[src/rtl/phy_mgmt_regfile.sv]
module phy_mgmt_regfile #(
  parameter int          AW       = 5,
  parameter int          DW       = 16,
  parameter logic [15:0] RST_CTRL = 16'h3100,
  parameter logic [15:0] RST_ID1  = 16'h0300,
  parameter logic [15:0] RST_ID2  = 16'hE400,
  parameter logic [15:0] RST_ADV  = 16'h01E1
) (
  input  logic          clk,
  input  logic          rst_n,
  input  logic          rd_en,
  input  logic          wr_en,
  input  logic [AW-1:0] reg_num,
  input  logic [DW-1:0] wr_data,
  input  logic          link_up,
  output logic [DW-1:0] rd_data,
  output logic          rd_valid,
  output logic          duplex_full
);
  localparam int NREG = 1 << AW;
  localparam logic [AW-1:0] N_STAT = AW'(1);
  localparam logic [AW-1:0] N_ADV  = AW'(4);
  localparam logic [AW-1:0] N_LPA  = AW'(5);
  localparam logic [AW-1:0] N_DIAG = AW'(18);
  localparam logic [DW-1:0] STAT_UP = DW'(16'h782C);

  logic [DW-1:0] regs [NREG];
  logic [DW-1:0] adv, diag, lpa, rd_next;
  logic          spd100, fdx;

  assign adv    = regs[N_ADV];
  assign spd100 = adv[7] | adv[8];
  assign fdx    = adv[6] | adv[8];
  assign diag   = link_up ? DW'({fdx, spd100, 10'b0}) : '0;
  assign lpa    = DW'(16'h4000) | (adv & DW'(16'h01E0)) | DW'(1);
  assign duplex_full = diag[11];

  always_comb begin
    case (reg_num)
      N_STAT:  rd_next = link_up ? STAT_UP : '0;
      N_LPA:   rd_next = lpa;
      N_DIAG:  rd_next = diag;
      default: rd_next = regs[reg_num];
    endcase
  end

  always_ff @(posedge clk) begin
    if (!rst_n) begin
      for (int i = 0; i < NREG; i++) regs[i] <= '0;
      regs[0] <= DW'(RST_CTRL);
      regs[2] <= DW'(RST_ID1);
      regs[3] <= DW'(RST_ID2);
      regs[N_ADV] <= DW'(RST_ADV);
    end else if (wr_en) begin
      regs[reg_num] <= wr_data;
    end
  end

  always_ff @(posedge clk) begin
    if (!rst_n) begin
      rd_data  <= '0;
      rd_valid <= 1'b0;
    end else begin
      rd_valid <= rd_en;
      if (rd_en) rd_data <= rd_next;
    end
  end
endmodule

[config.mk]
export PLATFORM = sky130hd
export DESIGN_NAME = phy_mgmt_regfile
export DESIGN_NICKNAME = d
export VERILOG_FILES = /design/src/rtl/phy_mgmt_regfile.sv
export SDC_FILE = /design/constraint.sdc
export NUM_CORES = 1
export LEC_CHECK = 0
export ABC_CLOCK_PERIOD_IN_PS = 8300
export BUFFER_PORTS_ARGS = -buffer_cell sky130_fd_sc_hd__buf_2
export CORE_AREA = 2 2 202 204
export DETAILED_ROUTE_END_ITERATION = 16
export DIE_AREA = 0 0 204 206
export PLACE_DENSITY_LB_ADDON = 0.15
export SETUP_SLACK_MARGIN = 0.15
export SYNTH_ARGS = -nofsm -noshare
export SYNTH_HDL_FRONTEND = slang
export SYNTH_SLANG_ARGS = --single-unit
[constraint.sdc]
create_clock -name clk -period 8.3 [get_ports clk]
set_clock_uncertainty 0.15 [all_clocks]
set_input_delay 0.415 -clock clk [delete_from_list [all_inputs] [get_ports clk]]
set_output_delay 0.415 -clock clk [all_outputs]
set_load 0.01 [all_outputs]
# [Yosys cells after proc, flatten, opt, wreduce, memory -nomap -nowiden]
# Memory sizes are Yosys's and may differ from the RTL's.
# Index checks and enable logic that the tools add are counted.
[word_totals] mem_bits_rw=512 regBits=17 out_inout_bits=18 mem_count=1
[classes] n_bitwise=6 muxes=14 n_reduce_logical=1 eq_ne=3
[memory_table] memory="regs" depth=32 word_bits=16 read_ports=2 rd_ports_with_merged_regs=0 wr=32 line="27" rtl="logic [DW-1:0] regs [NREG];"
[op_table] operator="$mux 16" count=5
[op_table] operator="$pmux 16 s3" count=1
[op_table] operator="$reduce_or 16->1" count=1
[op_table] operator="$mux 15" count=1
[op_table] operator="$mux 12" count=1
[op_table] operator="$or 1x1->1" count=6
[op_table] operator="$eq 5x1->1 const B" count=1
[op_table] operator="$eq 5x3->1 const B" count=1
[op_table] operator="$eq 5x5->1 const B" count=1
[op_table] operator="$mux 1" count=5
[op_table] operator="$mux 5" count=1

# [Logic depth before layout (Yosys ltp)]
# Gate-level depths: netlist of the first run.
[logic_depth] word_depth=5 depth_mapped=10

# [Worst setup path before layout of the first run]
# OpenSTA, ideal clock, no wires.
[synth_path] path_kind="input-to-reg" start="input port reg_num[0]" end="memory regs[7][0] (enable)" setup_ns=0.414 arrival_time_ns=2.667 required_ns=7.736 setup_slack_ns=5.069 stages=7 cell_sequence="buf_4 > buf_6 > buf_6 > buf_6 > buf_2 > nand3_1 > o31ai_1"
[synth_lines] element="from (decl)" line="13" rtl="input logic [AW-1:0] reg_num,"
[synth_lines] element="to (decl)" line="27"

==> results of run 1 <==
[worst max-delay path: stages]
cell and delay (ns):
buf_2 0.07, buf_4 0.52, nand2_1 0.49, nor3_1 0.68, nand3_1 0.68, nand2_1 0.85
[per-layer routing]
metal | global-route usage | share of wire
met1 | 0.453 | 0.36
met2 | 0.536 | 0.47
met3 | 0.0615 | 0.11
met4 | 0.163 | 0.053
met5 | 0.00833 | 0.00075
[state kept, by name, indices dropped and copies added, names as in the netlist]
register,flops
rd_data,16
rd_valid,1
regs,511
[stage by stage]
stage	instance area, µm²	worst slack, ns	power, mW	hold slack, ns
floorplan	23600	5.07	3.46	0.396
global placement	24100	4.19	3.67	0.445
detailed placement	24100	4.06	3.68	0.455
CTS	25700	4.67	5.84	0.168
global route	25700	4.50	5.97	0.185
finish	25700	4.61	5.85	0.185
[worst paths after layout]
check / from / endpoint / slack [ns] / cells past startpoint
worst max-delay path: rst_n / regs[23][5] / 4.61 / 6
worst min-delay path: wr_data[2] / regs[30][2] / 0.18 / 2
worst max register to register: regs[31][5] / rd_data[5] / 6.05 / 5
worst min register to register: rd_data[13] / rd_data[13] / 0.49 / 2
[synthesized netlist by cell type, types with 2 or more instances]
| cell type | n | area, µm² |
|---|---|---|
| edfxtp_1 | 511 | 15300 |
| nor2_1 | 346 | 1300 |
| nand2_1 | 134 | 503 |
| clkbuf_1 | 111 | 417 |
| mux2i_1 | 100 | 1000 |
| and2_1 | 99 | 619 |
| and3_1 | 88 | 551 |
| mux4_2 | 86 | 1940 |
| a221oi_1 | 24 | 210 |
| nand3_1 | 23 | 115 |
| a22oi_1 | 21 | 158 |
| buf_2 | 21 | 105 |
| o21ai_0 | 18 | 90.1 |
| dfxtp_1 | 17 | 340 |
| a21oi_1 | 12 | 60.1 |
| buf_4 | 12 | 90.1 |
| nor3_1 | 12 | 60.1 |
| a22o_1 | 8 | 70.1 |
| a31oi_1 | 8 | 50.1 |
| buf_6 | 8 | 90.1 |
| nand2b_1 | 7 | 43.8 |
| nor2b_1 | 7 | 43.8 |
| inv_1 | 5 | 18.8 |
| mux2_2 | 5 | 56.3 |
| o2111ai_1 | 4 | 35.0 |
| o2bb2ai_1 | 4 | 35.0 |
| a211oi_1 | 3 | 22.5 |
| buf_1 | 3 | 11.3 |
| o311a_1 | 3 | 30.0 |
| a221o_1 | 2 | 20.0 |
| a32o_1 | 2 | 20.0 |
| nor3_2 | 2 | 20.0 |
| nor3b_1 | 2 | 15.0 |
[cell usage in the layout, fill, tap and decap left out, types with 4 or more instances in the layout]
cell	n
mux4_2	86
clkbuf_1	14
a221oi_1	24
clkbuf_16	53
nor2_1	341
and3_1	88
inv_1	4
o21ai_1	5
mux2i_1	100
and2_1	99
nor3_2	4
buf_2	41
nor2b_1	4
a31oi_1	8
mux2_2	5
a22o_1	8
o21ai_0	14
nand3_1	23
a21oi_1	12
clkinv_1	10
o2111ai_1	4
a22oi_1	21
o2bb2ai_1	4
nor3_1	10
nand2b_1	7
dfxtp_1	17
edfxtp_1	511
nand2_1	133
nor2_2	4
buf_4	42
clkinv_2	9
[power by group through the flow]
stage	registers (mW)	logic (mW)	clock network (mW)
2_1_floorplan	3.16	0.302	0
3_3_place_gp	3.18	0.492	0
3_5_place_dp	3.18	0.496	0
4_1_cts	3.13	0.497	2.21
5_1_grt	3.14	0.523	2.31
6_report	3.13	0.510	2.21
[cell type report]
class / instances / share of cell area
flip-flops and latches: 528 / 0.611
multi-input cells: 1034 / 0.281
clock buffers: 67 / 0.0537
well taps: 532 / 0.0259
repair buffers: 84 / 0.0209
clock inverters: 23 / 0.00634
inverters: 6 / 0.000877
diodes: 1 / 0.0000975
[cells by family after synthesis]
family / synth area share
and+or+nand+nor: 0.140
DFF: 0.665
muxes: 0.127
buffers and inverters: 0.0312
AOI/OAI and AO/OA: 0.0370
==> results.toml, run 1 <==
[run_status]
outcome = "completed"

[clock_network]
cts-root-buf = "clkbuf_16"
cts_tree = "built"
worstSkewPairLatency_ns = 0.60
cts.htree.levels = 2
post_cts_resized = 0
clkTransAtPathRegs_ns = 0.06
cts_post_setup_buffers_inserted = 0
numClockSinks = 528
ctsHoldBuffers = 0
cts_made_buffers = 52
cts_max_path_buffers = 3

[power_and_ir_drop]
swShare = 0.238
internal-power_mw = 4.46
pwr-share-comb = 0.087
powerDensity_nw_per_um2 = 228
power.share.sequential = 0.534
p_switching_mw = 1.39
clockPowerShare = 0.378
p_leak_nw = 9.22
ir_drop_mv = 0.194

[timing]
tns_ns = 0
rsz0062_at_grt = "no"
post-route-period-util = 0.444
hold_violations = 0
slew_viol_final = 0
fmax_mhz = 271
worst_pin_slew_ns = 1.12
fin_crit_ns = 3.69
slew_headroom = 0.251
setup_viol = 0

[placement]
dp.final_hpwl_um = 43800
dpl.cell_count = 2184
io_buffer_count = 43
gp_congestion = 0.982

[setup_path]
endpoint_kind = "register"
critPathLaunchType = "input pin"
arrival_ns = 3.75
path_class = "in2reg"
cp_data_required_time_ns = 8.36
critPathMaxFanout = 51

[cells_and_area]
n_fill_cell = 3053
multiInputGateArea_um2 = 7220
drive_above_1_share = 0.149
register_area_um2 = 15700
final_cells = 2275
area_delta_synth_final_pct = 8.79
fin_util = 0.639
nNetsFinal = 1732

[logic_synthesis]
post_synth_num_cell_types = 48
syn_avg_cell_area_um2 = 13.7
ys_seq_elements = 528
synth_ff_type = "edfxtp_1"
synthesis.instances = 1723
synth_edf_count = 511
yosysWarnings = 0
synth-async-reset-ratio = 0
yosysSeqAreaShare = 0.665
syn-cell-area_um2 = 23600
syn-num-nets = 1749

[die]
core_um2 = 40200
io_pins = 44
die_y_um = 206
die_x_um = 204
die_area_um2 = 42000
start_util = 0.587
placementRows = 74

[drt]
routed_wl_um = 69300
num_vias = 15100
wl_per_cell_um = 30.5
postRouteAntennaNets = 0
drc = 0
drt_iter0_drc = 2274
drtPass1Iterations = 6
vias_per_cell = 6.62

[global_route]
overflow = 0
grt_usage = 0.337
grt_pass1_wl_um = 99200
grt_antenna_before_repair = 6
grt_max_degree = 59
grt_pass1_vias = 14500

[worst_hold_path]
hold_class = "in2reg"

[job]
maxCapViolations = 0
Power figures use the tool's default switching activity.
==> run 2, diff against run 1 <==
Settings changed: ABC_AREA set to 1, ABC_CLOCK_PERIOD_IN_PS 8300 to 3000, CORE_AREA 2 2 202 204 to 2 2 213 215, DIE_AREA 0 0 204 206 to 0 0 215 217.
Clock period 8.3 ns to 3 ns, I/O delays scaled along.
==> run 2 against run 1 <==
Highest routed layer is now met4. Global-route usage rose by 0.89 points. Total power rose to 2.9 times the previous value. Non-clock buffer count rose by 69. Clock power rose to 3.0 times the previous value. Synthesized cell count rose by 63%. Sequential share of layout area fell by 4.5 points. First-iteration DRC count rose by 22%. Cell area rose by 8.2%. Sequential power rose to 2.8 times the previous value.
==> results.toml, run 2 <==
[cells_and_area]
mostFrequentLayoutCells = "nand2_1 (703), nor2_1 (666), edfxtp_1 (512), inv_1 (319), nand3_1 (225)"
final_common_cell = "nand2_1"
drive_above_1_share = 0.0895
largest_reg_flops = 512
design_area_um2 = 27800
nNetsFinal = 2858
reg_top3 = "regs x512, rd_data x16, rd_valid x1"
regMostFlops = "regs"
fin_util = 0.621
diodes = 0
area_delta_synth_final_pct = 11.1

[power_and_ir_drop]
ir_drop_mv = 0.430
p_leak_nw = 11.9
powerDensity_nw_per_um2 = 608

[logic_synthesis]
yosysMostFrequentCell = "nand2_1"
syn-num-nets = 2826
synth_ff_type = "edfxtp_1"
synth_edf_count = 512
synth_top_area_cell = "edfxtp_1"
yosysWarnings = 0
yosysSeqAreaShare = 0.628
post_synth_num_cell_types = 26
synthesis.instances = 2800
yosysTopAreaCellShare = 0.615
syn-cell-area_um2 = 25000
syn_avg_cell_area_um2 = 8.93
synthTopCellsByArea = "edfxtp_1 (61%), nand2_1 (11%), nor2_1 (10%), inv_1 (4.8%), nand3_1 (4.5%)"
synth_common_cells = "nand2_1 (703), nor2_1 (671), edfxtp_1 (512)"
ys_seq_elements = 529
synth-async-reset-ratio = 0

[timing]
post-route-period-util = 0.860
hold_violations = 0
fin_crit_ns = 2.58
setup_viol = 0
whs_ns = 0.0346
setup_ws_ns = 0.419
tns_ns = 0
slew_viol_final = 0
fmax_mhz = 387
worst_pin_slew_ns = 1.08
rsz0062_at_grt = "no"
slew_headroom = 0.281

[die]
die_area_um2 = 46700
die_y_um = 217
io_pins = 44
die_x_um = 215
placementRows = 78
start_util = 0.559
core_um2 = 44700

[drt]
postRouteAntennaNets = 0
num_vias = 19600
wl_per_cell_um = 23.0
vias_per_cell = 5.65
drc = 0
routed_wl_um = 79800
drt_iter0_drc = 2771
drtPass1Iterations = 6

[clock_network]
clkTransAtPathRegs_ns = 0.06
numClockSinks = 529
cts_max_path_buffers = 3
cts_made_buffers = 56
cts-root-buf = "clkbuf_16"
cts_post_setup_buffers_inserted = 0
cts.htree.levels = 2
cts_tree = "built"
worstSkewPairLatency_ns = 0.62

[placement]
io_buffer_count = 43
placed_cell_area_um2 = 26000
dp.final_hpwl_um = 50800
dpl_worst_slack_ns = 0.239
gp_congestion = 0.943

[global_route]
overflow = 0
grt_max_degree = 120
grt_pass1_wl_um = 117000
grt_pass1_vias = 18400
grt_antenna_before_repair = 0
grt_usage = 0.345

[setup_path]
cpMostUsedCell = "nand2_1"
max_stage_delay_ns = 0.52
crit_chain = "dlygate4sd3_1 > buf_2 > nand2_1 > nor2_1 > nand2_1 > nor2_1 > nand2_2 > nand2_1 > buf_4"
cp_data_required_time_ns = 3.15
path_delay_family = "simple AND/OR/NAND/NOR gates"
critPathLaunchType = "input pin"
path_class = "in2reg"
timing.critical_path.from = "rst_n"
r2r-start = "regs[21][10]"
r2r_slack_ns = 1.23
crit_slowest_cell = "dlygate4sd3_1"
critPathMaxFanout = 17
arrival_ns = 2.73
cp.depth = 9
reg2reg_to = "rd_data[10]"
worstRegToRegCells = 10
endpoint_kind = "register"
critPathBufInv = 3
crit_end = "regs[25][12]"

[worst_hold_path]
hp-start = "wr_data[10]"
hold_class = "in2reg"

[run_status]
outcome = "completed"

[job]
maxCapViolations = 0
==> run 2: worst reg2reg max path: stages, from the launching register on <==
cell and delay (ns):
edfxtp_1 0.36, inv_1 0.06, nand2_1 0.04, nand3_1 0.09
nand2_1 0.07, nand2_1 0.13, nand2_1 0.08, nor2_1 0.29
nand2_1 0.17, nand3_1 0.14, a21oi_1 0.07
==> run 2: layer usage <==
metal,up-vias,part of all wire,track usage
met2,1151,0.44,0.515
met3,181,0.12,0.0618
li1,8941,-,-
met1,9335,0.40,0.501
met4,0,0.047,0.153
met5,-,0,0
==> run 2: kinds of logic (layout without fill, tap and decap cells) <==
logic type	after synthesis	count (layout)	share of synthesized area
AND/OR/NAND/NOR	1651	1651	0.266
flip-flops	529	529	0.628
buffers and inverters	507	580	0.0829
AO/OA/AOI/OAI	113	113	0.0232
==> run 2: worst min path at each step <==
stage / endpoint / cells after the start
global route: regs[25][6] / 4
floorplan: rd_data[10] / 2
detailed placement: rd_data[1] / 2
finish: regs[3][10] / 4
CTS: regs[3][10] / 4
global placement: rd_data[1] / 2
==> run 2: report_power, final <==
part	total [mW]	internal [mW]	switching [mW]
combinational	1.62	0.392	1.23
clock	6.64	3.80	2.84
sequential	8.64	8.51	0.131
total	16.9	12.7	4.20
==> run 2: stage by stage <==
step,cells,total power [mW]
after CTS,3473,16.9
after global routing,3473,17.4
after global placement,3368,10.3
after detailed placement,3368,10.4
final,3473,16.9
after floorplan,2800,9.68
==> run 2: timing repair <==
item,in CTS,in global routing
resized for setup,0,0
endpoints found under the hold margin,41,0
hold buffers,6,0
==> run 2: cell type report <==
type / count / area (µm²)
Fill cell: 3886 / 16900
Sequential cell: 529 / 15700
Multi-Input combinational cell: 1764 / 7230
Clock buffer: 71 / 1480
Inverter: 328 / 1240
Timing Repair Buffer: 153 / 1130
Tap cell: 600 / 751
Clock inverter: 28 / 230
